$ cat src/rtl/rlsPkg.sv
package rlsPkg;

  // How a scan ended; selects the flag values latched at finish.
  typedef enum logic [1:0] {
    FIN_OFFSET = 2'd0,
    FIN_RUN    = 2'd1,
    FIN_FOUND  = 2'd2,
    FIN_SKIP   = 2'd3
  } finKind_t;

  // Strobes from the sequencer to the datapath.
  typedef struct packed {
    logic     load;
    logic     capture;
    logic     advance;
    logic     finish;
    finKind_t kind;
  } dpCtl_t;

  // Conditions reported by the datapath to the sequencer.
  typedef struct packed {
    logic pastEnd;
    logic runFull;
    logic bitMiss;
    logic byteLoaded;
  } dpStat_t;

endpackage

$ cat src/rtl/rlsCtrl.sv
module rlsCtrl
  import rlsPkg::*;
(
  input  logic    clk,
  input  logic    rstN,
  input  logic    start,
  input  logic    rdValid,
  input  dpStat_t stat,
  output dpCtl_t  ctl,
  output logic    rdReq,
  output logic    busy
);

  typedef enum logic [1:0] {
    S_IDLE  = 2'd0,
    S_CHECK = 2'd1,
    S_FETCH = 2'd2,
    S_EVAL  = 2'd3
  } state_t;

  state_t stateQ, stateD;
  logic   firstQ;

  always_comb begin
    stateD = stateQ;
    ctl    = '0;
    rdReq  = 1'b0;
    unique case (stateQ)
      S_IDLE: begin
        if (start) begin
          ctl.load = 1'b1;
          stateD   = S_CHECK;
        end
      end
      S_CHECK: begin
        if (firstQ && stat.pastEnd) begin
          ctl.finish = 1'b1;
          ctl.kind   = FIN_SKIP;
          stateD     = S_IDLE;
        end else if (stat.runFull) begin
          ctl.finish = 1'b1;
          ctl.kind   = FIN_RUN;
          stateD     = S_IDLE;
        end else if (stat.pastEnd) begin
          ctl.finish = 1'b1;
          ctl.kind   = FIN_OFFSET;
          stateD     = S_IDLE;
        end else if (!stat.byteLoaded) begin
          stateD = S_FETCH;
        end else begin
          stateD = S_EVAL;
        end
      end
      S_FETCH: begin
        rdReq = 1'b1;
        if (rdValid) begin
          ctl.capture = 1'b1;
          stateD      = S_EVAL;
        end
      end
      S_EVAL: begin
        if (stat.bitMiss) begin
          ctl.finish = 1'b1;
          ctl.kind   = FIN_FOUND;
          stateD     = S_IDLE;
        end else begin
          ctl.advance = 1'b1;
          stateD      = S_CHECK;
        end
      end
      default: stateD = S_IDLE;
    endcase
  end

  always_ff @(posedge clk or negedge rstN) begin
    if (!rstN) begin
      stateQ <= S_IDLE;
      firstQ <= 1'b0;
    end else begin
      stateQ <= stateD;
      if (ctl.load)
        firstQ <= 1'b1;
      else if (stateQ == S_CHECK)
        firstQ <= 1'b0;
    end
  end

  assign busy = (stateQ != S_IDLE);

endmodule

$ cat src/rtl/rlsDatapath.sv
module rlsDatapath
  import rlsPkg::*;
#(
  parameter int ADDR_W = 16,
  parameter int OFF_W  = 12,
  parameter int RUN_W  = 8
) (
  input  logic              clk,
  input  logic              rstN,
  input  dpCtl_t            ctl,
  input  logic [ADDR_W-1:0] baseAddr,
  input  logic [OFF_W-1:0]  startOffset,
  input  logic [OFF_W-1:0]  maxOffset,
  input  logic [RUN_W-1:0]  maxRun,
  input  logic              polarity,
  input  logic [7:0]        rdData,
  output dpStat_t           stat,
  output logic [ADDR_W-1:0] rdAddr,
  output logic              done,
  output logic [RUN_W-1:0]  runLen,
  output logic [OFF_W:0]    endOffset,
  output logic              flagF,
  output logic              flagL
);

  localparam int CUR_W  = OFF_W + 1;
  localparam int BIT_W  = 3;
  localparam int IDX_W  = CUR_W - BIT_W;

  // Operands captured at start
  logic [ADDR_W-1:0] baseQ;
  logic [CUR_W-1:0]  maxOffQ;
  logic [RUN_W-1:0]  maxRunQ;
  logic              polQ;

  // Scan state
  logic [CUR_W-1:0]  curQ;
  logic [RUN_W-1:0]  cntQ;
  logic [7:0]        byteQ;
  logic              byteLoadedQ;

  // Results
  logic [RUN_W-1:0]  runLenQ;
  logic [CUR_W-1:0]  endOffQ;
  logic              flagFQ, flagLQ, doneQ;

  logic [IDX_W-1:0]  byteIdx;
  logic [BIT_W-1:0]  bitSel;
  logic              curBit;
  logic              lastInByte;

  assign byteIdx    = curQ[CUR_W-1:BIT_W];
  assign bitSel     = curQ[BIT_W-1:0];
  assign curBit     = byteQ[bitSel];
  assign lastInByte = (bitSel == {BIT_W{1'b1}});
  assign rdAddr     = baseQ + ADDR_W'(byteIdx);

  assign stat.pastEnd    = (curQ > maxOffQ);
  assign stat.runFull    = (cntQ == maxRunQ);
  assign stat.bitMiss    = (curBit != polQ);
  assign stat.byteLoaded = byteLoadedQ;

  always_ff @(posedge clk or negedge rstN) begin
    if (!rstN) begin
      baseQ       <= '0;
      maxOffQ     <= '0;
      maxRunQ     <= '0;
      polQ        <= 1'b0;
      curQ        <= '0;
      cntQ        <= '0;
      byteQ       <= '0;
      byteLoadedQ <= 1'b0;
    end else begin
      if (ctl.load) begin
        baseQ       <= baseAddr;
        maxOffQ     <= {1'b0, maxOffset};
        maxRunQ     <= maxRun;
        polQ        <= polarity;
        curQ        <= {1'b0, startOffset};
        cntQ        <= '0;
        byteLoadedQ <= 1'b0;
      end else if (ctl.capture) begin
        byteQ       <= rdData;
        byteLoadedQ <= 1'b1;
      end else if (ctl.advance) begin
        curQ <= curQ + CUR_W'(1);
        cntQ <= cntQ + RUN_W'(1);
        if (lastInByte)
          byteLoadedQ <= 1'b0;
      end
    end
  end

  always_ff @(posedge clk or negedge rstN) begin
    if (!rstN) begin
      runLenQ <= '0;
      endOffQ <= '0;
      flagFQ  <= 1'b0;
      flagLQ  <= 1'b0;
      doneQ   <= 1'b0;
    end else begin
      doneQ <= ctl.finish;
      if (ctl.finish) begin
        runLenQ <= cntQ;
        endOffQ <= curQ;
        flagFQ  <= (ctl.kind == FIN_FOUND) ? ~polQ : polQ;
        flagLQ  <= (ctl.kind == FIN_FOUND) || (ctl.kind == FIN_RUN);
      end
    end
  end

  assign done      = doneQ;
  assign runLen    = runLenQ;
  assign endOffset = endOffQ;
  assign flagF     = flagFQ;
  assign flagL     = flagLQ;

endmodule

$ cat src/rtl/rlsScanner.sv
module rlsScanner
  import rlsPkg::*;
#(
  parameter int ADDR_W = 16,
  parameter int OFF_W  = 12,
  parameter int RUN_W  = 8
) (
  input  logic              clk,
  input  logic              rstN,
  input  logic              start,
  input  logic [ADDR_W-1:0] baseAddr,
  input  logic [OFF_W-1:0]  startOffset,
  input  logic [OFF_W-1:0]  maxOffset,
  input  logic [RUN_W-1:0]  maxRun,
  input  logic              polarity,
  output logic              rdReq,
  output logic [ADDR_W-1:0] rdAddr,
  input  logic [7:0]        rdData,
  input  logic              rdValid,
  output logic              busy,
  output logic              done,
  output logic [RUN_W-1:0]  runLen,
  output logic [OFF_W:0]    endOffset,
  output logic              flagF,
  output logic              flagL
);

  dpCtl_t  ctl;
  dpStat_t stat;

  rlsCtrl u_ctrl (
    .clk     (clk),
    .rstN    (rstN),
    .start   (start),
    .rdValid (rdValid),
    .stat    (stat),
    .ctl     (ctl),
    .rdReq   (rdReq),
    .busy    (busy)
  );

  rlsDatapath #(
    .ADDR_W (ADDR_W),
    .OFF_W  (OFF_W),
    .RUN_W  (RUN_W)
  ) u_dp (
    .clk         (clk),
    .rstN        (rstN),
    .ctl         (ctl),
    .baseAddr    (baseAddr),
    .startOffset (startOffset),
    .maxOffset   (maxOffset),
    .maxRun      (maxRun),
    .polarity    (polarity),
    .rdData      (rdData),
    .stat        (stat),
    .rdAddr      (rdAddr),
    .done        (done),
    .runLen      (runLen),
    .endOffset   (endOffset),
    .flagF       (flagF),
    .flagL       (flagL)
  );

endmodule

$ cat config.mk
export PLATFORM = sky130hd
export DESIGN_NAME = rlsScanner
export DESIGN_NICKNAME = d
export VERILOG_FILES = /design/src/rtl/rlsPkg.sv /design/src/rtl/rlsCtrl.sv /design/src/rtl/rlsDatapath.sv /design/src/rtl/rlsScanner.sv
export SDC_FILE = /design/constraint.sdc
export NUM_CORES = 1
export LEC_CHECK = 0
export BUFFER_PORTS_ARGS = -buffer_cell sky130_fd_sc_hd__buf_2
export CAP_MARGIN = 10
export CELL_PAD_IN_SITES_DETAIL_PLACEMENT = 1
export CELL_PAD_IN_SITES_GLOBAL_PLACEMENT = 2
export CORE_MARGIN = 2
export CORE_UTILIZATION = 37
export CTS_CLUSTER_SIZE = 12
export DETAILED_ROUTE_END_ITERATION = 7
export PLACE_DENSITY = 0.88
export SETUP_SLACK_MARGIN = 0.15
export SLEW_MARGIN = 15
export SYNTH_ARGS = -nofsm -noshare
export SYNTH_HDL_FRONTEND = slang
export SYNTH_SLANG_ARGS = --single-unit
export TNS_END_PERCENT = 50
$ cat constraint.sdc
create_clock -name clk -period 3.8 [get_ports clk]
set_clock_uncertainty 0.15 [all_clocks]
set_input_delay 0.19 -clock clk [delete_from_list [all_inputs] [get_ports clk]]
set_output_delay 0.19 -clock clk [all_outputs]
set_load 0.01 [all_outputs]
# Word-level counts from Yosys, hierarchy flattened
# Index checks and enable logic that the tools add are counted.
# Widths: inputs -> output; s select.
# totals
ff_bits	94
output_inout_bits	42
wordCells	80
# classes
n_reduce_logical	12
n_lt_le_gt_ge	2
eq_ne	11
n_mux	35
addsub	3
n_bitwise	2
# op_table
cell	count
$mux 13	3
$mux 8	3
$mux 1	17
$add 16x10->16	1
$add 13x1->13 const B	1
$gt 13x12->1	1
$mux 3	4
$mux 2	5
$add 8x1->8 const B	1
$eq 8x8->1	1
$pmux 2 s4	1
$reduce_and 2->1	4
$eq 2x2->1 const B	3
$pmux 3 s2	1
$reduce_bool 2->1	3
$reduce_bool 3->1	2
$eq 2x1->1 const B	2
$lt 3x4->1 const B	1
$ne 2x2->1 const B	2
$bmux 1 s3	1
$eq 3x3->1 const B	1
$logic_not 2->1	1
$ne 2x1->1 const B	1
$not 1->1	2
other kinds (3)	3

# Logic depth before layout (Yosys ltp)
# Gate-level depths: netlist of the first run.
# logic_depth
word_depth	8
mapped_depth	11
ltp_nobuf	11

# Cells and area by module
# Synthesis of the first run repeated with hierarchy kept, for this count alone.
# hier_totals
hier_cells	433
area_unflattened_um2	4865.9
# by_module_without_submodules
mod	cells_each	area_per_inst_um2	instances
rlsDatapath	407	4670.7	1
rlsCtrl	26	195.2	1

# Worst setup path after synthesis of the first run
# No wires, ideal clock.
# synth_timing
kind	reg2reg
startpoint	register u_dp.curQ[0]
endpoint	register u_dp.endOffQ[0], in the netlist u_dp.endOffset[0]
arrival_ns	2.320
setup_time_ns	0.125
path_slack_ns	1.205
stages_incl_launch_ff	9
required_time_ns	3.525
path_buffers	2
path_cell_list	dfrtp_1 > buf_2 > mux4_2 > mux2i_4 > mux2i_1 > o21ai_2 > a21oi_2 > buf_6 > mux2_4
# synth_between
elab_chain_len	5
word_cells_on_any_way	10
# synth_lines
element	line_no	rtl
start: declaration	rlsDatapath.sv:37	logic [CUR_W-1:0] curQ;
start signal: assignment	rlsDatapath.sv:79	curQ <= {1'b0, startOffset};
start signal: assignment	rlsDatapath.sv:86	curQ <= curQ + CUR_W'(1);
$gt 13x12->1 / $bmux 1 s3 (equally long branches)	rlsDatapath.sv:58, rlsDatapath.sv:54	
$mux 3 / $mux 1 (equally long branches)	rlsCtrl.sv:44, rlsDatapath.sv:54	
$mux 3 / $ne 1x1->1 (equally long branches)	rlsCtrl.sv:40, rlsDatapath.sv:60	
$mux 3, on equally long branches	rlsCtrl.sv:36, rlsCtrl.sv:62	
$pmux 3 s2	rlsCtrl.sv:28	unique case (stateQ)
end signal: assignment	rlsDatapath.sv:105	endOffQ <= curQ;
end: declaration	rlsDatapath.sv:44	logic [CUR_W-1:0] endOffQ;
# Several ways; a longest one is shown, not always the timed one. The select of a mux whose other input is x is not followed.
# A chain may end at the register's enable or synchronous reset.

# Worst setup path in the final report of the first run
# layout_timing
startpoint	register u_dp.curQ[3]
endpoint	output rdAddr[10]
# layout_between
elab_chain_len	1
# layout_lines
element	line_no	rtl
$add 16x10->16	rlsDatapath.sv:56	assign rdAddr = baseQ + ADDR_W'(byteIdx);
end: declaration	rlsScanner.sv:17	output logic [ADDR_W-1:0] rdAddr,
# No other way between the ends.

==> results_dict.tcl, run 1 <==
set metrics [dict create \
    outcome "finished clean" \
    insertion_delay_ps 350 \
    crit_slowest_cell "dfrtp_1" \
    routed_wl_mm 13.7 \
    ios 103 \
    path_max_fanout 9 \
    netlist_area_mm2 0.00499 \
    synth_cell_type_count 48 \
    finalInstanceArea_mm2 0.00660 \
    htreeDepth 3 \
    start_util_pct 37.9 \
    grt_pass1_wl_mm 22.6 \
    via_per_inst 4.88 \
    finalNonFillerCells 841 \
    chipWidth_um 120 \
    num_vias 4101 \
    core_area_mm2 0.0132 \
    cts_tree "yes" \
    yosysWarnings 0 \
    layout_common_cells "nand2_1, buf_2, dfrtp_1" \
    fin_crit_ps 3240 \
    fin_tns_setup_ps 0 \
    worst_pin_slew_ps 922 \
    grt_pass1_vias 4394 \
    fin_nets 748 \
    cp-end-kind "primary output" \
    areaGrowthSynthToFinish_pct 32.1 \
    synth_cells 502 \
    worstPathRequired_ps 3460 \
    place_congestion 0.825 \
    synth-main-ff-cell "dfrtp_1" \
    mostFrequentLayoutCell "nand2_1" \
    place_inst 767 \
    diodes 0 \
    cts_buffers 9 \
    maxCapViolCount 0 \
    final.period_utilization_pct 85.2 \
    ir_worst_vdd_uv 362 \
    regArea_mm2 0.00235 \
    final_antenna_net_count 0 \
    rows 42 \
    synth_nets 590 \
    synth_edf_count 0 \
    synth-seq-area-share_pct 47.1 \
    ys_ff_latch 94 \
    cts-root-buf "clkbuf_16" \
    firstDrtPassIters 4 \
    max-slew-margin-rel_pct 38.5 \
    dp_hpwl_mm 9.38 \
    leakagePower_nw 3.31 \
    grt.total_usage_pct 20.1 \
    critPathKind "flop to primary output" \
    portBuffers 102 \
    antenna_found_initial 0 \
    grt_overflow 0 \
    grt_start_max_net_pins 69 \
    place_area_mm2 0.00570 \
    multi_input_area_mm2 0.00248 \
    p_per_area_mw_per_mm2 845 \
    crit_arrival_ps 2900 \
    final_max_slew_viol_count 0 \
    clock-sinks 94 \
    wire_per_inst_um 16.3 \
    async_flop_share_pct 100 \
    hold_path_class "input pin to flop" \
    start_kind "flop" \
    drive_gt1_share_pct 23.9 \
    hold_viol_final 0 \
    drt_iter0_drc 249 \
    fmax_mhz 309 \
    fill_cells 1503 \
    slowest_delay_ps 500 \
    clk_pin_slew_ps 70 \
    drc 0 \
    syn_area_per_cell_um2 9.95 \
    setup_viol 0 \
    rsz0062_at_grt "no" \
    dieArea_mm2 0.0144 \
    path_cells "ha_1, inv_1, fa_1, nor2b_1, o31a_1, o2111ai_1, a21boi_0, nor4_1, a311o_1, buf_2" \
    clockBufferDepth 2 \
    die_h_um 120 \
]
==> state kept, by name (all words and copies together), names as in the netlist, 8 cells and up, named ones only <==
| name | flops |
|---|---|
| u_dp.maxRunQ | 8 |
| u_dp.endOffset | 13 |
| u_dp.runLen | 8 |
| u_dp.curQ | 13 |
| u_dp.cntQ | 8 |
| u_dp.maxOffQ | 12 |
| u_dp.byteQ | 8 |
| u_dp.baseQ | 16 |
==> power breakdown <==
part	leakage (nW)	switching [mW]	total (mW)	internal [mW]
Sequential	1.18	0.401	1.82	1.41
Combinational	1.97	1.50	2.79	1.29
Clock	0.159	0.394	0.966	0.573
Total	3.31	2.29	5.57	3.28
==> routing by layer <==
| layer | share of wire, % | global-route usage (%) | vias up |
|---|---|---|---|
| met5 | 0 | 0 | - |
| met3 | 3.5 | 3.25 | 18 |
| met1 | 48 | 27.3 | 1994 |
| li1 | - | - | 2010 |
| met2 | 47 | 32.8 | 79 |
| met4 | 1.7 | 6.84 | 0 |
==> Yosys cell counts (all sizes together) (8+ instances only) <==
cell type	instances	share of area [%]
nand2	121	9.1
nand3	14	1.4
o21ai	35	3.6
a21oi	16	1.7
ha	26	6.5
xor2	22	3.9
mux2	31	8.4
dfrtp	94	47
xnor2	12	2.1
nand4	8	1.0
mux2i	8	1.9
nor2	26	2.0
inv	22	1.7
clkbuf	12	0.90
==> cell families after synthesis <==
| group | count (synthesis) | synth area share, % |
|---|---|---|
| buffers and inverters | 40 | 3.48 |
| adders and majority gates | 27 | 6.92 |
| muxes | 41 | 11.2 |
| xor gates and xnor gates | 34 | 5.96 |
| and+or+nand+nor | 196 | 17.0 |
| AOI/OAI and AO/OA | 70 | 8.32 |
| DFF | 94 | 47.1 |
==> through the flow <==
step	power, mW	worst slack, ps	hold slack [ps]	util (%)
after floorplan	3.67	1200	-256	-
after global placement	4.47	942	214	43.2
after detailed placement	4.58	902	224	43.2
after CTS	5.62	519	55.2	50.0
after global routing	6.02	338	94.6	50.0
final	5.57	563	65.8	50.0
==> timing repair <==
item                      in CTS  in global routing
hold endpoints to repair     124                  0
setup buffers                  0                  0
hold buffers                  58                  0
gates resized for setup        0                  0
==> final timing paths <==
| check | startpoint | end | slack [ps] | cells past startpoint |
|---|---|---|---|---|
| setup / recovery | u_dp.curQ[3] | rdAddr[10] | 560 | 10 |
| hold / removal | rdValid | u_ctrl.stateQ[0] | 70 | 5 |
| setup reg to reg | u_dp.curQ[10] | u_dp.flagF | 890 | 10 |
| hold reg to reg | u_dp.baseQ[9] | u_dp.baseQ[9] | 330 | 2 |
| max in group asynchronous | rstN | u_dp.maxRunQ[6] | 2260 | 3 |
| min in group asynchronous | rstN | u_dp.endOffset[0] | 340 | 2 |
==> critical path, delay by kind of cell, from the launching register on <==
| family | cells | cell delay [ps] |
|---|---|---|
| AO/OA/AOI/OAI | 4 | 980 |
| adder cells (fa/ha/maj) | 2 | 630 |
| buffers and inverters | 2 | 190 |
| flip-flops | 1 | 500 |
| AND/OR/NAND/NOR | 2 | 250 |
==> final cells by class <==
type,count,area share (%)
timing repair buffer,165,17.3
clock buffer,9,3.41
tap,176,3.34
sequential,94,35.7
inverter,22,1.25
clock inverter,7,1.35
multi-input combinational,368,37.6
Note: power is estimated with default switching activity, not from simulation.
==> run 2: changes to the inputs <==
--- a/config.mk
+++ b/config.mk
@@ -14,6 +14,7 @@
 export CTS_CLUSTER_SIZE = 12
 export DETAILED_ROUTE_END_ITERATION = 7
 export PLACE_DENSITY = 0.88
+export REMOVE_ABC_BUFFERS = 1
 export SETUP_SLACK_MARGIN = 0.15
 export SLEW_MARGIN = 15
 export SYNTH_ARGS = -nofsm -noshare
==> run 2 against run 1 <==
Net effect: combinational power rose by 2%; setup slack worse by 86 ps; total power is essentially flat; non-clock buffer count stayed put; sequential power hardly changed; final area is 0.32% lower; largest cell class unchanged.
==> results_dict.tcl, run 2 (synthesized netlist as in run 1, its figures left out) <==
set metrics [dict create \
    leakagePower_nw 3.29 \
    ios 103 \
    post_cts_buffers 0 \
    grt_pass1_vias 4581 \
    ir_worst_vdd_uv 232 \
    core_area_mm2 0.0132 \
    start_util_pct 37.9 \
    max-slew-margin-rel_pct 35.2 \
    place_inst 767 \
    drc 0 \
    place_congestion 0.831 \
    worst_pin_slew_ps 970 \
    critPathKind "flop to primary output" \
    outcome "finished clean" \
    grt_pass1_wl_mm 23.2 \
    cp-end-kind "primary output" \
    clk_pin_slew_ps 60 \
    fin_tns_setup_ps 0 \
    cts_buffers 9 \
    crit_arrival_ps 2980 \
    clockBufferDepth 2 \
    hold_path_class "input pin to flop" \
    wire_per_inst_um 17.0 \
    via_per_inst 4.97 \
    fin_nets 748 \
    rows 42 \
    insertion_delay_ps 340 \
    die_h_um 120 \
    fill_cells 1514 \
    start_kind "flop" \
    grt.total_usage_pct 20.6 \
    mostFrequentLayoutCell "nand2_1" \
    final.period_utilization_pct 87.4 \
    dp_hpwl_mm 10.0 \
    htreeDepth 3 \
    chipWidth_um 120 \
    rsz0062_at_grt "no" \
    cts-root-buf "clkbuf_16" \
    path_max_fanout 9 \
    clock-sinks 94 \
    final_antenna_net_count 0 \
    dieArea_mm2 0.0144 \
    drt_iter0_drc 234 \
    fmax_mhz 301 \
    maxCapViolCount 0 \
    grt_overflow 0 \
    antenna_found_initial 0 \
    p_per_area_mw_per_mm2 847 \
    cts_tree "yes" \
    portBuffers 102 \
    drive_gt1_share_pct 23.4 \
    worstPathRequired_ps 3460 \
    routed_wl_mm 14.3 \
    hold_viol_final 0 \
    largest_reg_flops 16 \
    worst_hold_slack_ps 104 \
    fin_crit_ps 3320 \
    final_max_slew_viol_count 0 \
    setup_viol 0 \
    grt_start_max_net_pins 74 \
    areaGrowthSynthToFinish_pct 31.6 \
    num_vias 4177 \
    layout_common_cells "nand2_1, buf_2, dfrtp_1" \
    finalNonFillerCells 840 \
    firstDrtPassIters 4 \
    regMostFlops "u_dp.baseQ" \
]
run 2: cell types whose count changed in the layout (fill, tap and decap cells not counted):
cell and delta:
bufinv_16 -1, clkbuf_1 +2, clkbuf_8 +2, clkinv_2 -4, clkinv_4 -1, diode_2 +1
run 2: power breakdown:
group | switching, mW | total (mW) | internal [mW]
logic | 1.54 | 2.84 | 1.30
registers | 0.416 | 1.83 | 1.42
clock network | 0.359 | 0.898 | 0.539
total | 2.31 | 5.57 | 3.26
run 2: critical path, stage by stage, from the launching register on:
cell       delay [ps]
dfrtp_1           500
ha_1              220
inv_1              60
fa_1              400
nor2b_1           160
o31a_1            190
o2111ai_1         160
a21boi_0          390
nor4_1            100
a311o_1           320
buf_2             140
run 2: per-layer routing:
metal	track usage [%]	routed length (um)	up-vias
met5	0	0	-
met4	7.65	339	0
met3	2.92	532	23
met2	35.4	7140	96
met1	26.4	6260	2045
li1	-	-	2013
run 2: final timing paths:
check	startpoint	endpoint	slack (ps)	cells after the start
min in group asynchronous	rstN	u_dp.maxOffQ[3]	380	2
max	u_dp.curQ[3]	rdAddr[10]	480	10
min reg2reg	u_dp.baseQ[2]	u_dp.baseQ[2]	340	2
min	rdValid	u_ctrl.stateQ[0]	100	5
max in group asynchronous	rstN	u_dp.flagF	2230	3
max reg2reg	u_dp.curQ[0]	u_dp.endOffset[12]	770	7
run 2: layout make-up:
cell class	count	area, um2	area share [%]
sequential	94	2350	35.8
multi-input combinational	368	2480	37.8
timing repair buffer	165	1140	17.4
antenna	1	2.50	0.0381
inverter	22	82.6	1.26
clock inverter	1	30.0	0.457
tap	176	220	3.35
clock buffer	13	260	3.96
run 2: per-stage QoR:
step / power, mW / util [%] / cell area [um2] / setup WS [ps]
final: 5.57 / 49.8 / 6570 / 477
after global placement: 4.51 / 43.2 / 5700 / 879
after global routing: 5.99 / 49.8 / 6570 / 266
after floorplan: 3.62 / - / 4900 / 48.4
after CTS: 5.61 / 49.8 / 6570 / 455
after detailed placement: 4.65 / 43.2 / 5700 / 752
run 2: what timing repair did:
action                                 4_1_cts  5_1_grt
hold buffers                                58        0
endpoints found under the hold margin      129        0
resized for setup                            0        0
==> run 3: changes to the inputs <==
--- a/config.mk
+++ b/config.mk
@@ -10,10 +10,10 @@
 export CELL_PAD_IN_SITES_DETAIL_PLACEMENT = 1
 export CELL_PAD_IN_SITES_GLOBAL_PLACEMENT = 2
 export CORE_MARGIN = 2
-export CORE_UTILIZATION = 37
+export CORE_UTILIZATION = 34
 export CTS_CLUSTER_SIZE = 12
 export DETAILED_ROUTE_END_ITERATION = 7
-export PLACE_DENSITY = 0.88
+export PLACE_DENSITY = 0.82
 export REMOVE_ABC_BUFFERS = 1
 export SETUP_SLACK_MARGIN = 0.15
 export SLEW_MARGIN = 15
==> constraint.sdc (replaced) <==
create_clock -name clk -period 3.7 [get_ports clk]
set_clock_uncertainty 0.15 [all_clocks]
set_input_delay 0.185 -clock clk [delete_from_list [all_inputs] [get_ports clk]]
set_output_delay 0.185 -clock clk [all_outputs]
set_load 0.01 [all_outputs]
==> run 3 against run 2 <==
Net effect: critical path depth is the same; hold slack worse by 50 ps; die area rose by 8.5%; final cell count is 0.83% higher; combinational power is 1% higher; non-clock buffer count down 1; register-to-register slack worse by 110 ps; via count shrank 0.84%; first-iteration DRC count fell by 21%; final area grew 0.19%; critical path type unchanged; largest power group unchanged; highest routed layer unchanged.
==> results_dict.tcl, run 3 (synthesized netlist as in run 1, its figures left out) <==
set metrics [dict create \
    cp-end-kind "primary output" \
    firstDrtPassIters 4 \
    hold_viol_final 0 \
    reg2reg_setup_slack_ps 660 \
    fin_crit_ps 3200 \
    dieArea_mm2 0.0157 \
    mostFrequentLayoutCell "nand2_1" \
    via_per_inst 4.89 \
    place_congestion 0.834 \
    clk_pin_slew_ps 60 \
    num_vias 4142 \
    place_ws_ps 664 \
    final_max_slew_viol_count 0 \
    crit_arrival_ps 2870 \
    start_util_pct 34.6 \
    layout_common_cells "nand2_1, buf_2, dfrtp_1" \
    rsz0062_at_grt "no" \
    regMostFlops "u_dp.baseQ" \
    leakagePower_nw 3.28 \
    ir_worst_vdd_uv 483 \
    cts_tree "yes" \
    chipWidth_um 125 \
    path_max_fanout 9 \
    path_buf_inv 2 \
    grt_pass1_wl_mm 23.4 \
    post_cts_buffers 0 \
    drive_gt1_share_pct 23.5 \
    wire_per_inst_um 16.2 \
    portBuffers 102 \
    worst_pin_slew_ps 1000 \
    critPathKind "flop to primary output" \
    insertion_delay_ps 360 \
    p_per_area_mw_per_mm2 865 \
    core_area_mm2 0.0144 \
    dp_hpwl_mm 9.88 \
    worst_hold_slack_ps 54.1 \
    slowest_delay_ps 520 \
    fill_cells 1667 \
    areaGrowthSynthToFinish_pct 31.9 \
    final.period_utilization_pct 86.5 \
    crit_slowest_cell "dfrtp_1" \
    ios 103 \
    clockBufferDepth 2 \
    drc 0 \
    cts-root-buf "clkbuf_16" \
    final_antenna_net_count 0 \
    die_h_um 125 \
    clock-sinks 94 \
    rows 44 \
    fin_nets 747 \
    start_kind "flop" \
    fin_tns_setup_ps 0 \
    worstPathRequired_ps 3370 \
    hold_path_class "input pin to flop" \
    htreeDepth 3 \
    regArea_mm2 0.00235 \
    grt_pass1_vias 4595 \
    path_cells "ha_1, inv_1, fa_1, nor2b_1, o31a_1, o2111ai_1, a21boi_1, nor4_1, a311o_1, buf_2" \
    power_mw 5.69 \
    grt_start_max_net_pins 76 \
    critPathTopFamily "compound AO/OA/AOI/OAI gates" \
    grt_overflow 0 \
    grt.total_usage_pct 18.6 \
    drt_iter0_drc 184 \
    fin_ws_ps 498 \
    routed_wl_mm 13.7 \
    antenna_found_initial 0 \
    fmax_mhz 312 \
    largest_reg_flops 16 \
    multi_input_area_mm2 0.00248 \
    diodes 0 \
    outcome "finished clean" \
    cts_buffers 9 \
    maxCapViolCount 0 \
    setup_viol 0 \
    max-slew-margin-rel_pct 33.0 \
]
==> run 3: changes by cell type in the layout (fill, tap and decap cells not counted), sizes merged <==
cell and change:
clkinvlp +3, clkbuf -3, clkinv +1, diode -1, buf -1
==> run 3: power by group <==
part           switching, mW  internal (mW)  leakage (nW)
clock                  0.409          0.521         0.131
combinational           1.55           1.34          1.97
sequential             0.429           1.45          1.18
==> run 3: what timing repair did <==
item	CTS	global route
setup endpoints to repair	0	1
resized for setup	0	1
endpoints found under the hold margin	131	0
hold buffers	58	0
==> run 3: worst paths after layout <==
check / to / cells past startpoint / start
setup / recovery: rdAddr[10] / 10 / u_dp.curQ[3]
hold / removal: u_ctrl.stateQ[0] / 5 / rdValid
setup reg to reg: u_dp.endOffset[12] / 7 / u_dp.curQ[0]
hold reg to reg: u_dp.maxOffQ[0] / 2 / u_dp.maxOffQ[0]
max in group asynchronous: u_dp.endOffset[12] / 3 / rstN
min in group asynchronous: u_dp.curQ[7] / 2 / rstN
==> run 3: cell type report <==
cell class,instances,area share (%)
repair buffers,164,17.4
clock inverters,5,0.931
inverters,22,1.25
well taps,184,3.50
flip-flops and latches,94,35.7
multi-input cells,368,37.7
clock buffers,10,3.48
==> run 3: through the flow <==
step	utilization, %	std cells	area [um2]
final	45.7	847	6590
after global routing	45.7	847	6590
after CTS	45.7	847	6590
after detailed placement	39.6	774	5720
after global placement	39.6	774	5720
after floorplan	-	484	4900
==> run 3: worst reg2reg max path, stage by stage (launching register included) <==
cell and delay, ps:
dfrtp_1 530, mux4_2 580, mux2i_4 250, mux2i_1 290
o21ai_2 100, a21oi_4 430, buf_12 250, mux2_1 340
==> run 3: routing by layer <==
| layer | track usage (%) | vias to the layer above | routed length (um) |
|---|---|---|---|
| met5 | 0 | - | 0 |
| met4 | 4.71 | 0 | 153 |
| met3 | 3.89 | 11 | 449 |
| met2 | 32.0 | 69 | 6670 |
| met1 | 24.1 | 2056 | 6430 |
| li1 | - | 2006 | - |
